==> src/rtl/trig_dly_pkg.sv <==
// Shared types and helpers for the trigger delay and shaper.
// Assumes: width codes are small unsigned values and the knee and base are
// positive.
package trig_dly_pkg;

    // Phases of one branch sequencer
    typedef enum logic [1:0] {
        BR_IDLE  = 2'd0,
        BR_DELAY = 2'd1,
        BR_PULSE = 2'd2
    } br_state_t;

    // Convert a width code to a pulse length in clock cycles (piecewise)
    function automatic int width_cycles(input int code, input int knee, input int base);
        if (code < knee)
            return base + code;
        else
            return code;
    endfunction

endpackage

==> src/rtl/trig_edge_sync.sv <==
// Synchroniser plus rising-edge detector for the asynchronous trigger.
// Assumes: the trigger stays high for at least one clock period, so every
// edge it produces is seen at least once.
module trig_edge_sync #(
    parameter int SYNC_STAGES = 2
) (
    input  logic clk,
    input  logic rst_n,
    input  logic async_in,
    output logic rise
);

    localparam int CHAIN_LEN = SYNC_STAGES + 1;

    logic [CHAIN_LEN-1:0] chain;

    // Shift the raw input through the synchroniser and keep one history stage
    always_ff @(posedge clk) begin
        if (!rst_n)
            chain <= '0;
        else
            chain <= {chain[CHAIN_LEN-2:0], async_in};
    end

    // A rise is a synchronised high whose previous sample was low
    always_comb begin
        rise = chain[CHAIN_LEN-2] & ~chain[CHAIN_LEN-1];
    end

endmodule

==> src/rtl/trig_branch.sv <==
// One output branch: counts down a programmable delay, then drives a pulse
// for a programmable number of cycles.
// Assumes: start arrives only while the branch is idle. The codes are taken
// in the start cycle and never read again during the pulse.
module trig_branch
    import trig_dly_pkg::*;
#(
    parameter int DLY_W     = 5,
    parameter int WCODE_W   = 4,
    parameter int TICKS     = 4,
    parameter int W_BASE    = 21,
    parameter int W_KNEE    = 7
) (
    input  logic               clk,
    input  logic               rst_n,
    input  logic               start,
    input  logic [DLY_W-1:0]   dly_code,
    input  logic [WCODE_W-1:0] wid_code,
    output logic               pulse,
    output logic               active
);

    localparam int DLY_MAX  = ((1 << DLY_W) - 1) * TICKS;
    localparam int DCNT_W   = $clog2(DLY_MAX + 1);
    localparam int WID_MAX  = W_BASE + (1 << WCODE_W);
    localparam int WCNT_W   = $clog2(WID_MAX + 1);

    br_state_t          state;
    logic [DCNT_W-1:0]  dcnt;
    logic [WCNT_W-1:0]  wcnt;
    logic [WCNT_W-1:0]  wid_load;
    logic [DCNT_W-1:0]  dly_load;

    // Translate the codes into down-counter start values
    always_comb begin
        wid_load = WCNT_W'(width_cycles(int'(wid_code), W_KNEE, W_BASE) - 1);
        dly_load = DCNT_W'(int'(dly_code) * TICKS - 1);
    end

    // Sequence idle -> delay -> pulse -> idle
    always_ff @(posedge clk) begin
        if (!rst_n) begin
            state <= BR_IDLE;
            dcnt  <= '0;
            wcnt  <= '0;
        end else begin
            unique case (state)
                BR_IDLE: begin
                    if (start) begin
                        wcnt <= wid_load;
                        if (dly_code == '0) begin
                            state <= BR_PULSE;
                        end else begin
                            dcnt  <= dly_load;
                            state <= BR_DELAY;
                        end
                    end
                end
                BR_DELAY: begin
                    if (dcnt == '0)
                        state <= BR_PULSE;
                    else
                        dcnt <= dcnt - 1'b1;
                end
                BR_PULSE: begin
                    if (wcnt == '0)
                        state <= BR_IDLE;
                    else
                        wcnt <= wcnt - 1'b1;
                end
                default: state <= BR_IDLE;
            endcase
        end
    end

    // Decode the phase into the pulse and busy indications
    always_comb begin
        pulse  = (state == BR_PULSE);
        active = (state != BR_IDLE);
    end

endmodule

==> src/rtl/l1_event_counter.sv <==
// Counts accepted first-level triggers and emits a one-cycle second-level
// request when the count reaches the threshold sampled with the trigger.
// Assumes: a threshold of zero disables the request entirely.
module l1_event_counter #(
    parameter int CNT_W = 8
) (
    input  logic             clk,
    input  logic             rst_n,
    input  logic             hit,
    input  logic [CNT_W-1:0] thresh,
    output logic             req
);

    logic [CNT_W-1:0] count;
    logic [CNT_W:0]   next_count;

    // Widened next count so that the comparison cannot wrap
    always_comb begin
        next_count = {1'b0, count} + 1'b1;
    end

    // Advance on each accepted trigger, fire and clear at the threshold
    always_ff @(posedge clk) begin
        if (!rst_n) begin
            count <= '0;
            req   <= 1'b0;
        end else begin
            req <= 1'b0;
            if (hit) begin
                if (thresh == '0) begin
                    count <= '0;
                end else if (next_count >= {1'b0, thresh}) begin
                    count <= '0;
                    req   <= 1'b1;
                end else begin
                    count <= next_count[CNT_W-1:0];
                end
            end
        end
    end

endmodule

==> src/rtl/trig_delay_shaper.sv <==
// Top of the programmable trigger delay and shaper. It detects trigger edges,
// accepts them only while both branches are idle, starts two delayed pulse
// branches and drives the second-level event counter.
// Assumes: the 200 MHz clock (four cycles per 20 ns delay step) and the
// settings word layout given by the field offsets below.
module trig_delay_shaper #(
    parameter int DLY_W       = 5,
    parameter int WCODE_W     = 4,
    parameter int CNT_W       = 8,
    parameter int TICKS       = 4,
    parameter int W_BASE      = 21,
    parameter int W_KNEE      = 7,
    parameter int SYNC_STAGES = 2,
    parameter int OFS_DLY_A   = 17,
    parameter int OFS_DLY_B   = 12,
    parameter int OFS_WID     = 28,
    parameter int OFS_CNT     = 0
) (
    input  logic        clk,
    input  logic        rst_n,
    input  logic        trig_in,
    input  logic [31:0] cfg_word,
    output logic        out_a,
    output logic        out_b,
    output logic        l2_req
);

    localparam int NUM_BR = 2;

    logic              rise_w;
    logic              accept_w;
    logic              busy_w;
    logic [NUM_BR-1:0] br_pulse;
    logic [NUM_BR-1:0] br_active;
    logic [WCODE_W-1:0] wid_code;
    logic [CNT_W-1:0]   thresh;

    trig_edge_sync #(
        .SYNC_STAGES (SYNC_STAGES)
    ) u_edge (
        .clk      (clk),
        .rst_n    (rst_n),
        .async_in (trig_in),
        .rise     (rise_w)
    );

    // Accept an edge only when every branch is idle
    always_comb begin
        busy_w   = |br_active;
        accept_w = rise_w & ~busy_w;
        wid_code = cfg_word[OFS_WID +: WCODE_W];
        thresh   = cfg_word[OFS_CNT +: CNT_W];
    end

    // One branch per output, each reading its own delay field
    for (genvar gi = 0; gi < NUM_BR; gi++) begin : g_br
        localparam int OFS = (gi == 0) ? OFS_DLY_A : OFS_DLY_B;
        trig_branch #(
            .DLY_W   (DLY_W),
            .WCODE_W (WCODE_W),
            .TICKS   (TICKS),
            .W_BASE  (W_BASE),
            .W_KNEE  (W_KNEE)
        ) u_br (
            .clk      (clk),
            .rst_n    (rst_n),
            .start    (accept_w),
            .dly_code (cfg_word[OFS +: DLY_W]),
            .wid_code (wid_code),
            .pulse    (br_pulse[gi]),
            .active   (br_active[gi])
        );
    end

    l1_event_counter #(
        .CNT_W (CNT_W)
    ) u_cnt (
        .clk    (clk),
        .rst_n  (rst_n),
        .hit    (accept_w),
        .thresh (thresh),
        .req    (l2_req)
    );

    // Route branch pulses to the named outputs
    always_comb begin
        out_a = br_pulse[0];
        out_b = br_pulse[1];
    end

endmodule

==> config.mk <==
export PLATFORM = sky130hd
export DESIGN_NAME = trig_delay_shaper
export DESIGN_NICKNAME = d
export VERILOG_FILES = /design/src/rtl/trig_dly_pkg.sv /design/src/rtl/trig_edge_sync.sv /design/src/rtl/trig_branch.sv /design/src/rtl/l1_event_counter.sv /design/src/rtl/trig_delay_shaper.sv
export SDC_FILE = /design/constraint.sdc
export NUM_CORES = 1
export LEC_CHECK = 0
export ABC_AREA = 1
export BUFFER_PORTS_ARGS = -buffer_cell sky130_fd_sc_hd__buf_2
export CORE_MARGIN = 2
export CORE_UTILIZATION = 53
export DETAILED_ROUTE_END_ITERATION = 12
export HOLD_SLACK_MARGIN = 0.1
export PLACE_DENSITY = 0.78
export SYNTH_ARGS = -nofsm -noshare
export SYNTH_HDL_FRONTEND = slang
export SYNTH_SLANG_ARGS = --single-unit
==> constraint.sdc <==
create_clock -name clk -period 2.1 [get_ports clk]
set_clock_uncertainty 0.1 [all_clocks]
set_input_delay 0.105 -clock clk [delete_from_list [all_inputs] [get_ports clk]]
set_output_delay 0.105 -clock clk [all_outputs]
set_load 0.03 [all_outputs]
Yosys cells after proc, flatten, opt, wreduce, memory -nomap -nowiden
Cells that the tools add are included.

storage, ports and cells
  bits in registers = 42
  output and inout port bits = 3
  word-level logic and storage cells = 92

operators by class
  add/sub/neg operators = 9
  $lt $le $gt $ge = 2
  equal/unequal tests = 16
  muxes and demuxes = 27
  bitwise operators = 6
  reductions and logical operators = 23

operators by type and width
  operator                                                                 count
  7-bit 2-to-1 mux                                                         6
  7-bit one-hot mux with 2 select lines                                    2
  7-bit by 1-bit subtractor with 7-bit output, second input constant       4
  6-bit 2-to-1 mux                                                         4
  6-bit one-hot mux with 2 select lines                                    2
  2-bit 2-to-1 mux                                                         8
  8-bit 2-to-1 mux                                                         2
  2-bit inequality test, second input constant                             8
  7-bit logical NOT                                                        2
  6-bit logical NOT                                                        2
  2-bit one-hot mux with 3 select lines                                    2
  3-bit AND reduction                                                      4
  2-bit nonzero test                                                       6
  6-bit by 1-bit subtractor with 6-bit output, second input constant       2
  5-bit logical NOT                                                        2
  8-bit by 1-bit adder with 9-bit output, second input constant            1
  9-bit by 8-bit greater-or-equal comparator with 1-bit output             1
  8-bit logical NOT                                                        1
  2-bit by 1-bit inequality test with 1-bit output, second input constant  4
  4-bit AND reduction                                                      2
  5-bit by 4-bit adder with 6-bit output, first input constant             1
  6-bit by 2-bit subtractor with 6-bit output, second input constant       1
  2-bit by 1-bit == test with 1-bit output, second input constant          2
  2-bit == test, second input constant                                     2
  other kinds (7)                                                          12

Logic depth before layout (Yosys ltp)
  word-level depth = 6
  depth in mapped cells = 14
  gate-level depth less buffers = 14

Modules after synthesis
Synthesis repeated with hierarchy kept, for this count alone.

unflattened totals
  cell total of the unflattened synthesis = 499
  area, all modules = 3,245.6 um2

by module, submodules not included
  module             times used  cells an instance  area each (um2)  seq. area each (um2)
  trig_branch        2           183                1,172.4          300.3
  l1_event_counter   1           119                794.5            180.2
  trig_edge_sync     1           11                 92.6             60.1
  trig_delay_shaper  1           3                  13.8             0.0

Worst setup path before layout
Ideal clock, no wire load.

  kind = register to register
  start = register u_cnt.count[0]
  end = register u_cnt.req
  data arrival time = 1,897 ps
  data required time = 1,891 ps
  slack = -6 ps
  cell stages (with the launch flop) = 13
  buffers on the path = 0
  cells stage by stage = dfxtp_1 -> ha_1 -> nand3_1 -> nor2_1 -> xnor2_1 -> inv_1 -> ha_1 -> a21oi_1 -> o21ai_2 -> nor2_4 -> nand3_1 -> nand2_1 -> inv_1

on the way
  cells in the longest elaborated chain, start to end = 3

RTL lines
  what                                                          line                    RTL
  from (decl)                                                   l1_event_counter.sv:14  logic [CNT_W-1:0] count;
  from (signal assigned)                                        l1_event_counter.sv:36  count <= next_count[CNT_W-1:0];
  8-bit by 1-bit adder with 9-bit output                        l1_event_counter.sv:19  next_count = {1'b0, count} + 1'b1;
  9-bit by 8-bit greater-or-equal comparator with 1-bit output  l1_event_counter.sv:32  end else if (next_count >= {1'b0, thresh}) begin
  1-bit 2-to-1 mux                                              l1_event_counter.sv:32
  to (signal assigned)                                          l1_event_counter.sv:26  req <= 1'b0;
  to (signal assigned)                                          l1_event_counter.sv:28  req <= 1'b0;
  to (signal assigned)                                          l1_event_counter.sv:34  req <= 1'b1;
  to (decl)                                                     l1_event_counter.sv:11  output logic req

No other way between the ends.
A chain may end at the register's enable or synchronous reset.

Worst setup path after layout
  start = register u_cnt.count[0]
  end = register u_cnt.count[3]

on the way
  cells in the longest elaborated chain, start to end = 4

RTL lines
  what                                                          line                    RTL
  8-bit by 1-bit adder with 9-bit output *                      l1_event_counter.sv:19
  9-bit by 8-bit greater-or-equal comparator with 1-bit output  l1_event_counter.sv:32
  8-bit 2-to-1 mux *                                            l1_event_counter.sv:32
  8-bit 2-to-1 mux *                                            l1_event_counter.sv:30  if (thresh == '0) begin

Every way passes the cells marked *; elsewhere a longest branch is shown, timed or not.

==> run summary <==
status - finished clean
nets - 563
Pint - 1.369 mW
critical path endpoint category - flip-flop
CTS tree - built
DRT Wirelength - 7038 µm
largest net degree at the start of global routing - 23
Setup CP Type - reg2reg
Synth Flop Type - dfxtp_1
die area - 6294 µm²
CTS root buf - clkbuf_8
crit-path leading delay family - simple AND/OR/NAND/NOR gates
Max Cap Viol - 0
Syn Inst Count - 468
fillers - 483
initial antenna violation count - 0
antenna cell count - 0
DP Wirelength - 4750 µm
Netlist cell types - 31
Net Sw Frac - 0.3097
share of layout cells above drive strength 1 - 0.2047
CP bufs+invs - 1
vias in the first global route - 2768
Die X - 79.34 µm
Seq pwr share - 0.441
slowest cell delay on critical path - 390 ps
synth top area cells - dfxtp_1, nand2_1, inv_1
Final ANT Viol Nets - 0
Core Footprint - 5507 µm²
gr usage total - 0.2202
Clock Power Share - 0.327
RSZ-0062 raised after global routing - true
number of port buffers - 27
Max stage delay cell, worst path - dfxtp_4
post-synth top area share - 0.2795
Die H - 79.34 µm
leakage power - 1.774 nW
Placement Cell Area - 3226 µm²
area added between synthesis and finish - 18.68%
violation count after the first detailed-route iteration - 135
period utilization - 0.9960
first-pass GRT wire length - 11430 µm
I/O pins - 38
Data arrival, critical path - 2180 ps
GRT Residual Overflow - 0
post-DR vias/cell - 5.328
fmax - 478.1 MHz
Post-Syn Nets - 524
final setup violation count - 0
final hold violations - 0
Pwr Density - 555.8 nW/µm²
Ys Warns - 0
fin util - 0.6483
htree depth - 2
EDFF count, synth - 0
Longest Clk Path Bufs - 2
Power, Total - 1.984 mW
Avg WL per Cell - 12.13 µm
Min Clock Period, post-route - 2092 ps
cell area after layout - 3570 µm²
DR DRC count - 0
worst-path cell chain - ha_4 -> nand3_4 -> nor2_4 -> xnor2_2 -> inv_2 -> ha_4 -> nand4_1 -> nor2_2 -> nand2_2 -> nand4_1 -> nand2_1
Starting Density - 0.5462
Post-Syn Area - 3008 µm²
Clock Latency Late Sink - 300 ps
combinational share of power - 0.232
Required @ worst endpoint - 2190 ps
Max Slew Vio Count - 0
Seq cells post-synth - 42
hold crit path type - in2reg
worst vdd ir - 0.2869 mV
Net Switching - 614.5 µW
via count - 3090
Setup crit start kind - flip-flop
clock-pin slew on the worst setup and hold paths - 90 ps
GPL Wtd Cong - 0.8838
post-synthesis sequential area ratio - 0.2795
fraction of registers with async set/reset - 0
relative max-transition margin - 0.7111
biggest area consumer among synthesized cells - dfxtp_1
num rows - 27
Worst-Margin Slew - 432.9 ps
largest fanout on the critical path - 5
drt pass-1 iters - 5
TritonCTS Sinks - 42
clock buffer count from CTS - 5
Mean Syn Cell Area - 6.427 µm²
==> cells in the final DEF (no fill, tap or decap), types with 7 or more instances in the layout <==
cell type | netlist | final
nand2_1 | 107 | 106
inv_1 | 78 | 76
nor2_1 | 46 | 41
dfxtp_1 | 42 | 35
nand3_1 | 30 | 27
buf_2 | 0 | 27
o21ai_0 | 25 | 25
a21oi_1 | 24 | 21
ha_1 | 21 | 17
nand4_1 | 16 | 16
o21ai_1 | 10 | 10
a31oi_1 | 10 | 10
nand2_2 | 7 | 9
nor2_4 | 3 | 7
or2_2 | 7 | 7
nor3_1 | 7 | 7
==> power by group through the flow <==
| stage | Sequential (mW) | Combinational, mW | Clock, mW |
|---|---|---|---|
| final | 0.875 | 0.461 | 0.649 |
| after global routing | 0.881 | 0.534 | 0.687 |
| after CTS | 0.876 | 0.454 | 0.654 |
| after detailed placement | 0.893 | 0.444 | 0 |
| after global placement | 0.892 | 0.428 | 0 |
| after floorplan | 0.886 | 0.347 | 0 |
==> worst min-delay path, cell delays in order <==
cell,delay (ps)
buf_2,100
nand4_1,90
nand3_1,90
a31oi_1,90
==> through the flow <==
stage	TNS (ps)	hold slack [ps]	cells	setup WS [ps]
finish	0	116.5	580	8.386
global route	-554.1	142.0	580	-94.74
CTS	0	119.5	578	4.901
detailed placement	-737.6	199.6	566	-113.9
global placement	-247.8	199.6	566	-57.48
floorplan	0	102.6	468	18.59
==> cell type report <==
type                       instances  area [µm²]  area share
tap                               72       90.09     0.02524
inverter                          82       307.8     0.08623
clock buffer                       5       68.82     0.01928
sequential                        42       857.1      0.2401
timing repair buffer              36       210.2     0.05889
multi-input combinational        340        1996      0.5591
clock inverter                     3       40.04     0.01122
==> cell usage after synthesis (4+ instances only) <==
library cell and number:
a21oi_1 24, xnor2_1 5, ha_1 21, nor2_1 46, nand4_1 16, inv_1 78, nor2_2 4, inv_2 4
xor2_1 4, nand2_1 107, a31oi_1 10, o21ai_1 10, dfxtp_1 42, nand2_2 7, nor3_1 7, nand3_1 30
o21ai_0 25, or2_2 7
==> routing by layer <==
metal	GRT usage	wire length, µm
met5	0	0
met4	0.05690	99
met3	0.03068	251
met2	0.3975	3540
met1	0.2738	3146
==> kinds of logic (layout without fill, tap and decap cells) <==
family                     Yosys count  after routing  share of synthesized area
buffers and inverters               88            126                     0.1173
AOI/OAI and AO/OA                   77             77                     0.1423
adders and majority gates           21             21                    0.08735
and+or+nand+nor                    231            233                     0.3473
DFF                                 42             42                     0.2795
xor gates and xnor gates             9              9                    0.02620
==> final timing paths <==
kind	start	to	slack, ps	cells past startpoint
min reg2reg	u_edge.chain[0]$_SDFF_PN0_	u_edge.chain[1]$_SDFF_PN0_	330	2
max	u_cnt.count[0]$_SDFFE_PN0P_	u_cnt.count[3]$_SDFFE_PN0P_	8	11
max reg2reg	u_cnt.count[0]$_SDFFE_PN0P_	u_cnt.count[3]$_SDFFE_PN0P_	8	11
min	cfg_word[15]	g_br[1].u_br.dcnt[5]$_SDFFE_PN0P_	120	4
==> repair_timing <==
item / 4_1_cts / 5_1_grt
buffers inserted: 0 / 1
resized for setup: 11 / 30
setup endpoints to repair: 9 / 9
hold buffers: 3 / 0
pin swaps: 2 / 10
endpoints found under the hold margin: 3 / 0
gates cloned: 1 / 1
==> registers in the layout, summed over array words and instances (netlist names) <==
signal,count
g_br.u_br.dcnt,14
g_br.u_br.state,4
g_br.u_br.wcnt,12
u_cnt.count,8
u_cnt.req,1
u_edge.chain,3
Power figures use the tool's default switching activity.
